`src/rtl/ted_pkg.sv`:
```
package ted_pkg;

   // Mode encoding follows {test_sel, force_tv}
   typedef enum logic [1:0] {
      MODE_NM   = 2'b00,
      MODE_NMTV = 2'b01,
      MODE_TM   = 2'b10,
      MODE_TMTV = 2'b11
   } ted_mode_e;

   function automatic logic mode_uses_checker(ted_mode_e m);
      return (m == MODE_TM) || (m == MODE_TMTV);
   endfunction

   function automatic logic mode_forces_flags(ted_mode_e m);
      return (m == MODE_NMTV) || (m == MODE_TMTV);
   endfunction

endpackage

```
`src/rtl/ted_flag_bank.sv`:
```
module ted_flag_bank #(
   parameter int W = 12
) (
   input  logic         clk,
   input  logic         rst_n,
   input  logic [W-1:0] din,
   input  logic         force_i,
   output logic [W-1:0] flag_o
);

   logic [W-1:0] din_dly;

   always_ff @(posedge clk) begin
      if (!rst_n) din_dly <= '0;
      else        din_dly <= din;
   end

   for (genvar i = 0; i < W; i++) begin : g_det
      assign flag_o[i] = force_i | (din[i] ^ din_dly[i]);
   end

endmodule

```
`src/rtl/ted_cel_array.sv`:
```
module ted_cel_array #(
   parameter int W      = 12,
   parameter int CEL_IN = 3
) (
   input  logic                clk,
   input  logic                rst_n,
   input  logic                phase,
   input  logic                sel_chk,
   input  logic [W-1:0]        flag_i,
   output logic [W/CEL_IN-1:0] fwd_o
);

   localparam int N_CEL = W / CEL_IN;

   for (genvar k = 0; k < N_CEL; k++) begin : g_cel
      logic [CEL_IN-1:0] slice;
      logic              cel_r;
      logic              chk_r;

      assign slice = flag_i[k*CEL_IN +: CEL_IN];

      // asymmetric element: clears on low phase, sets on any flag
      always_ff @(posedge clk) begin
         if (!rst_n)       cel_r <= 1'b0;
         else if (!phase)  cel_r <= 1'b0;
         else if (|slice)  cel_r <= 1'b1;
      end

      // checker element: clears on low phase, sets only on all flags
      always_ff @(posedge clk) begin
         if (!rst_n)       chk_r <= 1'b0;
         else if (!phase)  chk_r <= 1'b0;
         else if (&slice)  chk_r <= 1'b1;
      end

      assign fwd_o[k] = sel_chk ? chk_r : cel_r;
   end

endmodule

```
`src/rtl/ted_err_sampler.sv`:
```
module ted_err_sampler #(
   parameter int N_CEL       = 4,
   parameter int CEL_PER_GRP = 2
) (
   input  logic                          clk,
   input  logic                          rst_n,
   input  logic                          sample,
   input  logic [N_CEL-1:0]              fwd_i,
   output logic [N_CEL/CEL_PER_GRP-1:0]  grp_err_o
);

   localparam int N_GRP = N_CEL / CEL_PER_GRP;

   for (genvar g = 0; g < N_GRP; g++) begin : g_grp
      logic any_set;
      logic q_r;

      assign any_set = |fwd_i[g*CEL_PER_GRP +: CEL_PER_GRP];

      // register held at zero while its enable is low
      always_ff @(posedge clk) begin
         if (!rst_n)       q_r <= 1'b0;
         else if (!sample) q_r <= 1'b0;
         else              q_r <= any_set;
      end

      assign grp_err_o[g] = q_r;
   end

endmodule

```
`src/rtl/ted_slice.sv`:
```
module ted_slice
   import ted_pkg::*;
#(
   parameter int DATA_W   = 12,
   parameter int CEL_IN   = 3,
   parameter int GRP_BITS = 6
) (
   input  logic                              clk,
   input  logic                              rst_n,
   input  logic                              phase,
   input  logic                              sample,
   input  logic                              test_sel,
   input  logic                              force_tv,
   input  logic [DATA_W-1:0]                 din,
   output logic                              err_t,
   output logic                              err_f,
   output logic [3*(DATA_W/GRP_BITS)-1:0]    obs
);

   localparam int N_CEL       = DATA_W / CEL_IN;
   localparam int N_GRP       = DATA_W / GRP_BITS;
   localparam int CEL_PER_GRP = GRP_BITS / CEL_IN;

   if (DATA_W % GRP_BITS != 0) begin : g_bad_grp
      $error("DATA_W must be a multiple of GRP_BITS");
   end
   if (GRP_BITS % CEL_IN != 0) begin : g_bad_cel
      $error("GRP_BITS must be a multiple of CEL_IN");
   end
   if (CEL_IN < 1) begin : g_bad_in
      $error("CEL_IN must be at least 1");
   end

   ted_mode_e          mode;
   logic [DATA_W-1:0]  flag;
   logic [N_CEL-1:0]   fwd;
   logic [N_GRP-1:0]   grp_err;
   logic [N_GRP-1:0]   and_line;

   assign mode = ted_mode_e'({test_sel, force_tv});

   ted_flag_bank #(.W(DATA_W)) u_flags (
      .clk     (clk),
      .rst_n   (rst_n),
      .din     (din),
      .force_i (mode_forces_flags(mode)),
      .flag_o  (flag)
   );

   ted_cel_array #(.W(DATA_W), .CEL_IN(CEL_IN)) u_cels (
      .clk     (clk),
      .rst_n   (rst_n),
      .phase   (phase),
      .sel_chk (mode_uses_checker(mode)),
      .flag_i  (flag),
      .fwd_o   (fwd)
   );

   ted_err_sampler #(.N_CEL(N_CEL), .CEL_PER_GRP(CEL_PER_GRP)) u_samp (
      .clk       (clk),
      .rst_n     (rst_n),
      .sample    (sample),
      .fwd_i     (fwd),
      .grp_err_o (grp_err)
   );

   for (genvar g = 0; g < N_GRP; g++) begin : g_and
      assign and_line[g] = &flag[g*GRP_BITS +: GRP_BITS];
   end

   assign err_t = |grp_err;
   assign err_f = ~|grp_err;
   assign obs   = {grp_err, ~grp_err, and_line};

endmodule

```
`config.mk`:
```
export PLATFORM = sky130hd
export DESIGN_NAME = ted_slice
export DESIGN_NICKNAME = d
export VERILOG_FILES = /design/src/rtl/ted_pkg.sv /design/src/rtl/ted_flag_bank.sv /design/src/rtl/ted_cel_array.sv /design/src/rtl/ted_err_sampler.sv /design/src/rtl/ted_slice.sv
export SDC_FILE = /design/constraint.sdc
export NUM_CORES = 1
export LEC_CHECK = 0
export ABC_AREA = 1
export CORE_MARGIN = 2
export CORE_UTILIZATION = 51
export DETAILED_ROUTE_END_ITERATION = 8
export PLACE_DENSITY = 0.82
export SLEW_MARGIN = 10
export SYNTH_ARGS = -nofsm -noshare
export SYNTH_HDL_FRONTEND = slang
export SYNTH_SLANG_ARGS = --single-unit
export TNS_END_PERCENT = 50
```
`constraint.sdc`:
```
create_clock -name clk -period 1.8 [get_ports clk]
set_clock_uncertainty 0.2 [all_clocks]
set_input_delay 0.54 -clock clk [delete_from_list [all_inputs] [get_ports clk]]
set_output_delay 0.54 -clock clk [all_outputs]
set_load 0.05 [all_outputs]
```
# Word level (Yosys, flattened, before mapping)

Cells that the tools add are included.

Eq/ne operators: 3
Mux-type cells: 4
Bitwise operators: 25
Reduce and logical (&&, ||, !) cells: 18

Operator list:

| operator                                                        | count |
|---|---|
| 1-bit bitwise OR                                                | 12 |
| 3-bit AND reduction                                             | 4 |
| 6-bit AND reduction                                             | 2 |
| 3-bit OR reduction                                              | 4 |
| 1-bit XOR                                                       | 12 |
| 2-bit OR reduction                                              | 3 |
| 2-bit == test, second input constant                            | 2 |
| 1-bit two-way mux                                               | 4 |
| 2-bit AND reduction                                             | 2 |
| 2-bit by 1-bit == test with 1-bit output, second input constant | 1 |
| 1-bit logical OR                                                | 2 |
| 2-bit NOT                                                       | 1 |
| 1-bit logical NOT                                               | 1 |

Flip-flop bits (word level): 22
Output and inout bits: 8
Word-level logic and storage cells: 61

# Depth between registers and ports, before layout

Gate-level depths: netlist of run 1.

Word-level depth: 4
Gate-level depth with buffers: 5
Depth with buffers taken out: 5

# By module

From an unflattened synthesis of run 1, not the netlist that was laid out.

Cells, all modules: 170
Area total of the unflattened synthesis: 1,093.5 µm²

By module, submodules not included:

| module          | times used | cells an instance | area each (µm²) | sequential area each (µm²) |
|---|---|---|---|---|
| ted_flag_bank   | 1          | 99                | 596.8           | 240.2 |
| ted_cel_array   | 1          | 42                | 340.3           | 160.2 |
| ted_slice       | 1          | 20                | 82.6            | 0.0 |
| ted_err_sampler | 1          | 9                 | 73.8            | 40.0 |

# Least setup slack after synthesis of run 1

OpenSTA, ideal clock, no wires.

Kind: input to output
From: input port force_tv
To: output port obs[1]
Arrival time: 1.523 ns
Data required time: 1.060 ns
Slack: -0.463 ns
Cell stages on the path: 5
Path through: inv_2 > buf_6 > nand3_2 > nand3_2 > nor2_1

Cells in the longest elaborated chain, start to end: 4

RTL lines:

| element                                                                          | RTL line            | RTL |
|---|---|---|
| start: declaration                                                               | ted_slice.sv:13     | `input logic force_tv,` |
| 2-bit by 1-bit == test with 1-bit output / 2-bit == test (equally long branches) | ted_pkg.sv:16       | `return (m == MODE_NMTV) \|\| (m == MODE_TMTV);` |
| 1-bit logical OR (*)                                                             | ted_pkg.sv:16       |  |
| 1-bit bitwise OR                                                                 | ted_flag_bank.sv:19 | `assign flag_o[i] = force_i \| (din[i] ^ din_dly[i]);` |
| 6-bit AND reduction (*)                                                          | ted_slice.sv:68     | `assign and_line[g] = &flag[g*GRP_BITS +: GRP_BITS];` |
| end: declaration                                                                 | ted_slice.sv:17     | `output logic [3*(DATA_W/GRP_BITS)-1:0] obs` |

Mark *: on every way between the ends. The rest lies on a longest branch, timed or not.

# Worst setup path after layout of run 1

From: input port force_tv
To: output port obs[0]

Same word-level chain as after synthesis.

==> results of run 1 <==
## power by group
part	switching, uW	internal (uW)
logic	183	169
registers	19.1	515
clock network	158	225
total	360	909
## registers in the layout (all words and copies together) (netlist names)
register and cells:
u_cels.g_cel.cel_r 4, u_cels.g_cel.chk_r 4, u_flags.din_dly 12, u_samp.g_grp.q_r 2
## placed cells by master, fill, tap and decap left out, drive strengths merged
master / instances
clkinvlp: 1
buf: 30
inv: 49
nand3b: 4
clkdlybuf4s50: 4
bufinv: 1
a21oi: 8
nand3: 16
clkdlybuf4s15: 9
dfxtp: 22
clkbuf: 6
nor2: 7
nor3: 6
nand2: 38
## cells by family after synthesis
family          Yosys count  synth area share (%)
flops                    22                  41.0
buf+inv                  53                  20.0
compound gates            8                  3.73
simple gates             71                  35.3
## per-layer routing
metal	part of all wire (%)	global-route usage (%)	up-vias
met3	4.7	5.45	19
li1	-	-	544
met4	5.8	21.8	0
met5	0	0	-
met1	37	28.7	510
met2	53	55.1	51
## critical path, delay by kind of cell
kind	cells	cell delay, ns
simple gates	3	0.41
buf+inv	3	0.41
## synthesized netlist by cell type
cell and count:
nor2_1 7, nand3_1 2, dfxtp_1 22, nand2_1 38, nand3_2 14, inv_1 47, buf_2 1, inv_2 2
nand3b_1 4, nor3_1 6, buf_6 1, buf_4 2, a21oi_1 8
## repair_timing
action	CTS	global route
endpoints found under the setup margin	4	6
buffers inserted	15	2
gates cloned	1	0
resized for setup	51	10
pin swaps	9	2
## area by class of cell
type / instances / area (um^2) / share of cell area [%]
multi-input cells: 79 / 493 / 28.7
flip-flops and latches: 22 / 443 / 25.8
well taps: 27 / 33.8 / 1.97
repair inverters: 1 / 7.51 / 0.437
inverters: 49 / 191 / 11.1
clock inverters: 1 / 30.0 / 1.75
clock buffers: 3 / 22.5 / 1.31
repair buffers: 46 / 497 / 28.9
## stage by stage
stage / setup slack (ns) / area [um^2] / power [uW] / std cells
4_1_cts: -0.278 / 1680 / 1240 / 226
6_report: -0.320 / 1720 / 1270 / 228
3_3_place_gp: -0.644 / 1450 / 805 / 206
2_1_floorplan: -0.247 / 1080 / 687 / 154
5_1_grt: -0.364 / 1720 / 1310 / 228
3_5_place_dp: -0.669 / 1450 / 815 / 206
## path summary, 6_finish.rpt
path | cells after the start | slack, ns | start | to
setup / recovery | 6 | -0.32 | force_tv | obs[0]
hold / removal | 3 | 0.25 | din[0] | u_flags.din_dly[0]
hold reg to reg | 2 | 0.27 | u_cels.g_cel[2].chk_r | u_cels.g_cel[2].chk_r
setup reg to reg | 13 | -0.22 | u_flags.din_dly[0] | u_cels.g_cel[0].cel_r
==> impl_metrics.ini, run 1 <==
[outcome]
outcome = finished with violations
failed_checks = setup timing

[final_layout]
finish.utilization_pct = 86.7
area_growth_pct = 59.8
fillers = 106
drive_above_1_share_pct = 37.3
diodes = 0
final_net_count = 220

[critical_path]
critical_path_required_ns = 1.06
worstPathCellList = buf_8 -> clkinvlp_4 -> nand3_2 -> nand3_4 -> nor2_4 -> buf_12
max_stage_delay_ns = 0.19
crit_path_start_kind = input pin
critPathSlowestCell = clkinvlp_4
arrival_ns = 1.38
critPathMaxFanout = 6
timing.critical_path.to_type = primary output
type_of_the_worst_setup_path = input pin to primary output

[die]
initial_utilization_pct = 54.2
chipHeight_um = 49.9
floorplan.core_area_um2 = 1980
design.die.area_um2 = 2490
fp-row-count = 16
ioPinCount = 26
die-width_um = 49.9

[placement]
detailedPlacementHpwl_mm = 1.76
port_buffers = 25
gp_routability_congestion = 0.788

[route]
routed_wl_mm = 3.28
drc_errors = 0
first_iter_violations = 24
routedWlPerCell_um = 14.4
route.detailed.vias_per_inst = 4.93
detailed_route_via_count = 1124
count_of_tritonroute_iterations_in_the_first_routing_pass = 4
drtAntennaViolNets = 0

[clock_tree]
clockBufferDepth = 2
path_clk_slew_ns = 0.12
cts_inserted_buffers = 3
clock_insertion_delay_worst_skew_ns = 0.31
clockRootBuffer = clkbuf_4
cts.sinks = 22
cts_tree = yes
total_of_hold_buffers_inserted_after_clock_tree_synthesis = 0
ctsHtreeMaxLevel = 1

[sta]
totalNegativeSetupSlack_ns = -0.889
layout_worst_path_cycle_share_pct = 118
finalHoldViolations = 0
post_route_worst_setup_slack_ns = -0.320
timing.final.crit_period_ns = 2.12
pin_slew_with_the_least_headroom_to_its_limit_ns = 0.332
setup_violations = 3
rsz0062_at_grt = yes
worst_slack_on_hold_paths_ns = 0.254
max_freq_mhz = 472
worst_max_slew_margin_expressed_relative_to_the_limit_pct = 77.8
slew_viol_final = 0

[global_route]
maximum_number_of_pins_on_one_net_before_global_route_repair = 14
antenna_found_initial = 0
grt_util_all_layers_pct = 29.7
grt_pass1_vias = 1209
grt_pass1_wl_mm = 5.37
globalRouteOverflowTotal = 0

[pwr]
cellLeakagePower_uw = 0.000919
ir_worst_vdd_v = 0.000806
powerDensity_nw_per_um2 = 739

[synth]
ys_seq_area_share_pct = 41.0
synthesis.nets = 172
synth_cell_type_count = 13
synthesis.area_um2 = 1070
synthesis.yosys.warnings = 0
yosysTopAreaCell = dfxtp_1
postSynthRegisterBits = 22
cell_types_occupying_the_most_area_after_synthesis = dfxtp_1 (41%), inv_1 (16%), nand2_1 (13%)
syn_area_per_cell_um2 = 6.98
synthDominantCellAreaShare_pct = 41.0
syn-instance-count = 154

[min_path]
hp-class = input pin to flop

[flow_run]
maxCapViolCount = 0
No activity file was read; power rests on OpenSTA's default activity.
==> run 2, diff against run 1 <==
--- a/config.mk
+++ b/config.mk
@@ -6,7 +6,7 @@
 export NUM_CORES = 1
 export LEC_CHECK = 0
 export ABC_AREA = 1
-export CORE_MARGIN = 2
+export CORE_MARGIN = 3
 export CORE_UTILIZATION = 51
 export DETAILED_ROUTE_END_ITERATION = 8
 export PLACE_DENSITY = 0.82
==> run 2 against run 1 <==
Effect of this change: global-route usage shrank 3.5 points; worst hold slack lost 0.026 ns; die area grew 8.2%; routed wire length shrank 2.2%; first-iteration DRC count grew 67%; via count shrank 1.2%; fmax grew 1.3%; critical path depth is the same; sequential power is essentially flat; worst setup slack gained 0.028 ns; highest routed layer unchanged; cell count shrank 2.6%; critical path type unchanged; sequential cell count is the same; the flow still finishes with violations (setup timing); largest cell class is now multi-input combinational cells.
==> impl_metrics.ini, run 2 (synthesis results as in run 1) <==
[global_route]
grt_pass1_wl_mm = 5.11
globalRouteMet2Util_pct = 47.5
globalRouteOverflowTotal = 0
layer_with_the_highest_usage = met2
antenna_found_initial = 0
grt_util_all_layers_pct = 26.2
maximum_number_of_pins_on_one_net_before_global_route_repair = 13
grtUsageMet1_pct = 28.4
groute.layer.met3.usage_pct = 4.87
grt_pass1_vias = 1158

[final_layout]
largest_register = u_flags.din_dly
final_net_count = 216
diodes = 0
layout_top_registers = u_flags.din_dly x12, u_cels.g_cel.cel_r x4, u_cels.g_cel.chk_r x4
largest_register_ffs = 12
drive_above_1_share_pct = 38.6
area_growth_pct = 55.5
layout.cells.most_common_list = inv_1 (45), nand2_1 (30), dfxtp_1 (19)
mostFrequentLayoutCell = inv_1
finish.utilization_pct = 90.0

[critical_path]
cp-endpoint = obs[0]
timing.critical_path.to_type = primary output
arrival_ns = 1.35
crit_path_start_kind = input pin
regToRegStartpoint = u_flags.din_dly[3]
critical_path_required_ns = 1.06
type_of_the_worst_setup_path = input pin to primary output
critical_path.startpoint = force_tv
reg2regPathDepth = 12
timing.rr.end = u_cels.g_cel[1].cel_r
critPathMaxFanout = 6
r2r_slack_ns = -0.05

[clock_tree]
path_clk_slew_ns = 0.12
ctsHtreeMaxLevel = 1
clockBufferDepth = 2
clock_insertion_delay_worst_skew_ns = 0.32
cts_inserted_buffers = 3
clockRootBuffer = clkbuf_4
cts_tree = yes
cts.sinks = 22
total_of_hold_buffers_inserted_after_clock_tree_synthesis = 0

[route]
route.detailed.vias_per_inst = 5.00
detailed_route_via_count = 1110
routedWlPerCell_um = 14.5
first_iter_violations = 40
count_of_tritonroute_iterations_in_the_first_routing_pass = 4
drtAntennaViolNets = 0
routed_wl_mm = 3.21
drc_errors = 0

[flow_run]
maxCapViolCount = 0

[sta]
slew_viol_final = 0
finalHoldViolations = 0
setup_violations = 3
worst_max_slew_margin_expressed_relative_to_the_limit_pct = 77.0
rsz0062_at_grt = yes
worst_slack_on_hold_paths_ns = 0.227
timing.final.crit_period_ns = 2.09
post_route_worst_setup_slack_ns = -0.292
max_freq_mhz = 478
totalNegativeSetupSlack_ns = -0.631
pin_slew_with_the_least_headroom_to_its_limit_ns = 0.344
layout_worst_path_cycle_share_pct = 116

[die]
fp-row-count = 15
chipHeight_um = 51.9
design.die.area_um2 = 2690
die-width_um = 51.9
floorplan.core_area_um2 = 1860
initial_utilization_pct = 57.8
ioPinCount = 26

[pwr]
cellLeakagePower_uw = 0.000889
total_power_uw = 1150
ir_worst_vdd_v = 0.000752
powerDensity_nw_per_um2 = 691

[min_path]
whs_path_depth = 3
hp-class = input pin to flop

[placement]
gp_routability_congestion = 0.815
preCtsSetupSlack_ns = -0.688
port_buffers = 25
detailedPlacementHpwl_mm = 1.73

[outcome]
outcome = finished with violations
failed_checks = setup timing
run 2: repair_timing:
action / 4_1_cts / 5_1_grt
endpoints found under the setup margin: 4 / 5
setup buffers: 13 / 0
gates resized for setup: 52 / 17
pin swaps: 10 / 8
gates cloned: 1 / 0
run 2: final cells by class:
type,instances,area (um^2)
multi-input cells,79,513
repair buffers,42,453
flip-flops and latches,22,444
inverters,49,186
fillers,74,186
clock buffers,4,36.3
well taps,25,31.3
repair inverters,1,7.51
run 2: through the flow:
stage | area (um^2) | cells
5_1_grt | 1670 | 222
2_1_floorplan | 1080 | 154
6_report | 1670 | 222
4_1_cts | 1640 | 222
3_3_place_gp | 1440 | 204
3_5_place_dp | 1440 | 204
run 2: layer usage:
layer,share of wire (%),up-vias
li1,-,535
met1,39,505
met2,52,62
met3,7.3,8
met4,2.0,0
met5,0,-
run 2: worst max-delay path, stage by stage:
cell and delay [ns]:
buf_8 0.09, clkinvlp_4 0.19, nand3_2 0.14, nand3_2 0.10, nor2_4 0.15, buf_12 0.14
run 2: power breakdown:
| part | internal [uW] | total, uW | switching, uW | leakage, uW |
|---|---|---|---|---|
| Combinational | 160 | 343 | 182 | 0.000684 |
| Sequential | 515 | 535 | 20.0 | 0.000184 |
| Clock | 124 | 277 | 153 | 0.0000210 |
run 2: how the worst min path moves through the flow:
stage	startpoint	end	slack [ns]
after floorplan	u_cels.g_cel[1].chk_r	u_cels.g_cel[1].chk_r	0.23
after global placement	u_cels.g_cel[2].chk_r	u_cels.g_cel[2].chk_r	0.24
after detailed placement	u_cels.g_cel[1].chk_r	u_cels.g_cel[1].chk_r	0.25
after CTS	u_cels.g_cel[1].chk_r	u_cels.g_cel[1].chk_r	0.26
after global routing	din[5]	u_flags.din_dly[5]	0.23
final	din[5]	u_flags.din_dly[5]	0.23
==> run 3, diff against run 2 <==
--- a/config.mk
+++ b/config.mk
@@ -10,6 +10,7 @@
 export CORE_UTILIZATION = 51
 export DETAILED_ROUTE_END_ITERATION = 8
 export PLACE_DENSITY = 0.82
+export SKIP_LAST_GASP = 1
 export SLEW_MARGIN = 10
 export SYNTH_ARGS = -nofsm -noshare
 export SYNTH_HDL_FRONTEND = slang
==> run 3 against run 2 <==
Effect of this change: the flow still finishes with violations (setup timing); routed wire length rose by 9.3%; critical endpoint unchanged; total power grew 0.13%; register-to-register slack worse by 0.23 ns; core utilization decreased by 0.74 points; clock-buffer cell count unchanged; clock power down 2%; largest power group unchanged; design area decreased by 0.82%; global-route usage decreased by 0.39 points; largest cell class unchanged.
==> impl_metrics.ini, run 3 (synthesis results as in run 1) <==
[outcome]
outcome = finished with violations
failed_checks = setup timing

[clock_tree]
cts_tree = yes
path_clk_slew_ns = 0.13
ctsHtreeMaxLevel = 1
cts_inserted_buffers = 3
clockRootBuffer = clkbuf_4
clock_insertion_delay_worst_skew_ns = 0.31
clockBufferDepth = 2
cts.sinks = 22

[route]
routed_wl_mm = 3.51
route.detailed.vias_per_inst = 5.17
count_of_tritonroute_iterations_in_the_first_routing_pass = 5
detailed_route_via_count = 1168
drtAntennaViolNets = 0
first_iter_violations = 32
drc_errors = 0
routedWlPerCell_um = 15.5

[die]
chipHeight_um = 51.9
design.die.area_um2 = 2690
floorplan.core_area_um2 = 1860
die-width_um = 51.9
fp-row-count = 15
initial_utilization_pct = 57.8
ioPinCount = 26

[sta]
setup_violations = 5
worst_slack_on_hold_paths_ns = 0.232
post_route_worst_setup_slack_ns = -0.285
slew_viol_final = 0
totalNegativeSetupSlack_ns = -0.903
timing.final.crit_period_ns = 2.09
finalHoldViolations = 0
rsz0062_at_grt = yes
worst_max_slew_margin_expressed_relative_to_the_limit_pct = 77.7
pin_slew_with_the_least_headroom_to_its_limit_ns = 0.334
layout_worst_path_cycle_share_pct = 116
max_freq_mhz = 480

[critical_path]
worstPathCellList = buf_8 -> clkinvlp_4 -> nand3_2 -> nand3_4 -> nor2_4 -> buf_12
reg2regPathDepth = 12
max_stage_delay_ns = 0.18
critPathSlowestCell = clkinvlp_4
r2r_slack_ns = -0.28
crit_path_start_kind = input pin
timing.critical_path.to_type = primary output
critical_path.startpoint = force_tv
regToRegStartpoint = u_flags.din_dly[3]
arrival_ns = 1.35
timing.rr.end = u_cels.g_cel[1].cel_r
cp-endpoint = obs[0]
type_of_the_worst_setup_path = input pin to primary output
critical_path_required_ns = 1.06
critPathMaxFanout = 6

[pwr]
total_power_uw = 1160
switching_share_pct = 30.8
switchingPower_uw = 356
powerDensity_nw_per_um2 = 698
power_report.internal_total_uw = 800
p_comb_share_pct = 30.3
ir_worst_vdd_v = 0.000609
cellLeakagePower_uw = 0.000900
clkPwrFrac_pct = 23.5
relative_contribution_of_sequential_cells_to_total_power_pct = 46.1

[final_layout]
largest_register_ffs = 12
ff_latch_area_um2 = 440
area_growth_pct = 54.2
layout.cells.most_common_list = inv_1 (44), nand2_1 (32), dfxtp_1 (22)
final_net_count = 220
largest_register = u_flags.din_dly
fillers = 80
layout_top_registers = u_flags.din_dly x12, u_cels.g_cel.cel_r x4, u_cels.g_cel.chk_r x4
drive_above_1_share_pct = 38.3
diodes = 0
layout.cells.non_filler = 226
multiInputGateArea_um2 = 492
mostFrequentLayoutCell = inv_1

[min_path]
hold_start = din[6]
hp-class = input pin to flop

[flow_run]
maxCapViolCount = 0

[placement]
dp.cells = 204
detailedPlacementHpwl_mm = 1.73
preCtsSetupSlack_ns = -0.688
gp_routability_congestion = 0.815
port_buffers = 25

[global_route]
antenna_found_initial = 0
globalRouteOverflowTotal = 0
maximum_number_of_pins_on_one_net_before_global_route_repair = 13
grt_pass1_wl_mm = 5.06
grt_pass1_vias = 1107
grt_util_all_layers_pct = 25.8
-- run 3: cell count changes in the layout (fill, tap and decap cells not counted), sizes merged --
cell / change
buf: +3
clkbuf: +4
clkdlybuf4s15: -3
-- run 3: timing repair --
item / in CTS / in global routing
setup endpoints to repair: 4 / 5
gates cloned: 1 / 0
gates resized for setup: 48 / 14
setup buffers: 13 / 4
hold buffers: 0 / 0
pin swaps: 10 / 7
-- run 3: how the worst min path moves through the flow --
stage | cells past startpoint | to | slack (ns)
finish | 3 | u_flags.din_dly[6] | 0.23
global route | 3 | u_flags.din_dly[7] | 0.25
CTS | 2 | u_cels.g_cel[1].chk_r | 0.26
detailed placement | 2 | u_cels.g_cel[1].chk_r | 0.25
global placement | 2 | u_cels.g_cel[2].chk_r | 0.24
floorplan | 2 | u_cels.g_cel[1].chk_r | 0.23
-- run 3: power by group through the flow --
stage                     clock network (uW)  logic (uW)  registers, uW
after floorplan                            0         152            535
after global placement                     0         263            539
after detailed placement                   0         273            541
after CTS                                272         311            530
after global routing                     294         372            535
final                                    272         351            534
-- run 3: critical path, delay by kind of cell --
family	cells	cell delay (ns)
buf+inv	3	0.42
simple gates	3	0.39
-- run 3: metrics by stage --
stage / area [um^2] / util [%]
after CTS: 1630 / 87.8
final: 1660 / 89.2
after floorplan: 1080 / -
after global placement: 1440 / 77.6
after detailed placement: 1440 / 77.6
after global routing: 1660 / 89.2
-- run 3: per-layer routing --
metal  GRT usage (%)  share of wire, %  vias to the layer above
met3            3.72               8.3                       20
li1                -                 -                      540
met5               0                 0                        -
met4            5.24               4.6                        0
met1            30.1                38                      542
met2            49.0                49                       66
-- run 3: cell type report --
| cell class | instances | area share, % |
|---|---|---|
| clock buffers | 4 | 2.19 |
| inverters | 49 | 11.2 |
| multi-input cells | 79 | 29.7 |
| flip-flops and latches | 22 | 26.6 |
| well taps | 25 | 1.89 |
| repair buffers | 46 | 28.0 |
| repair inverters | 1 | 0.453 |
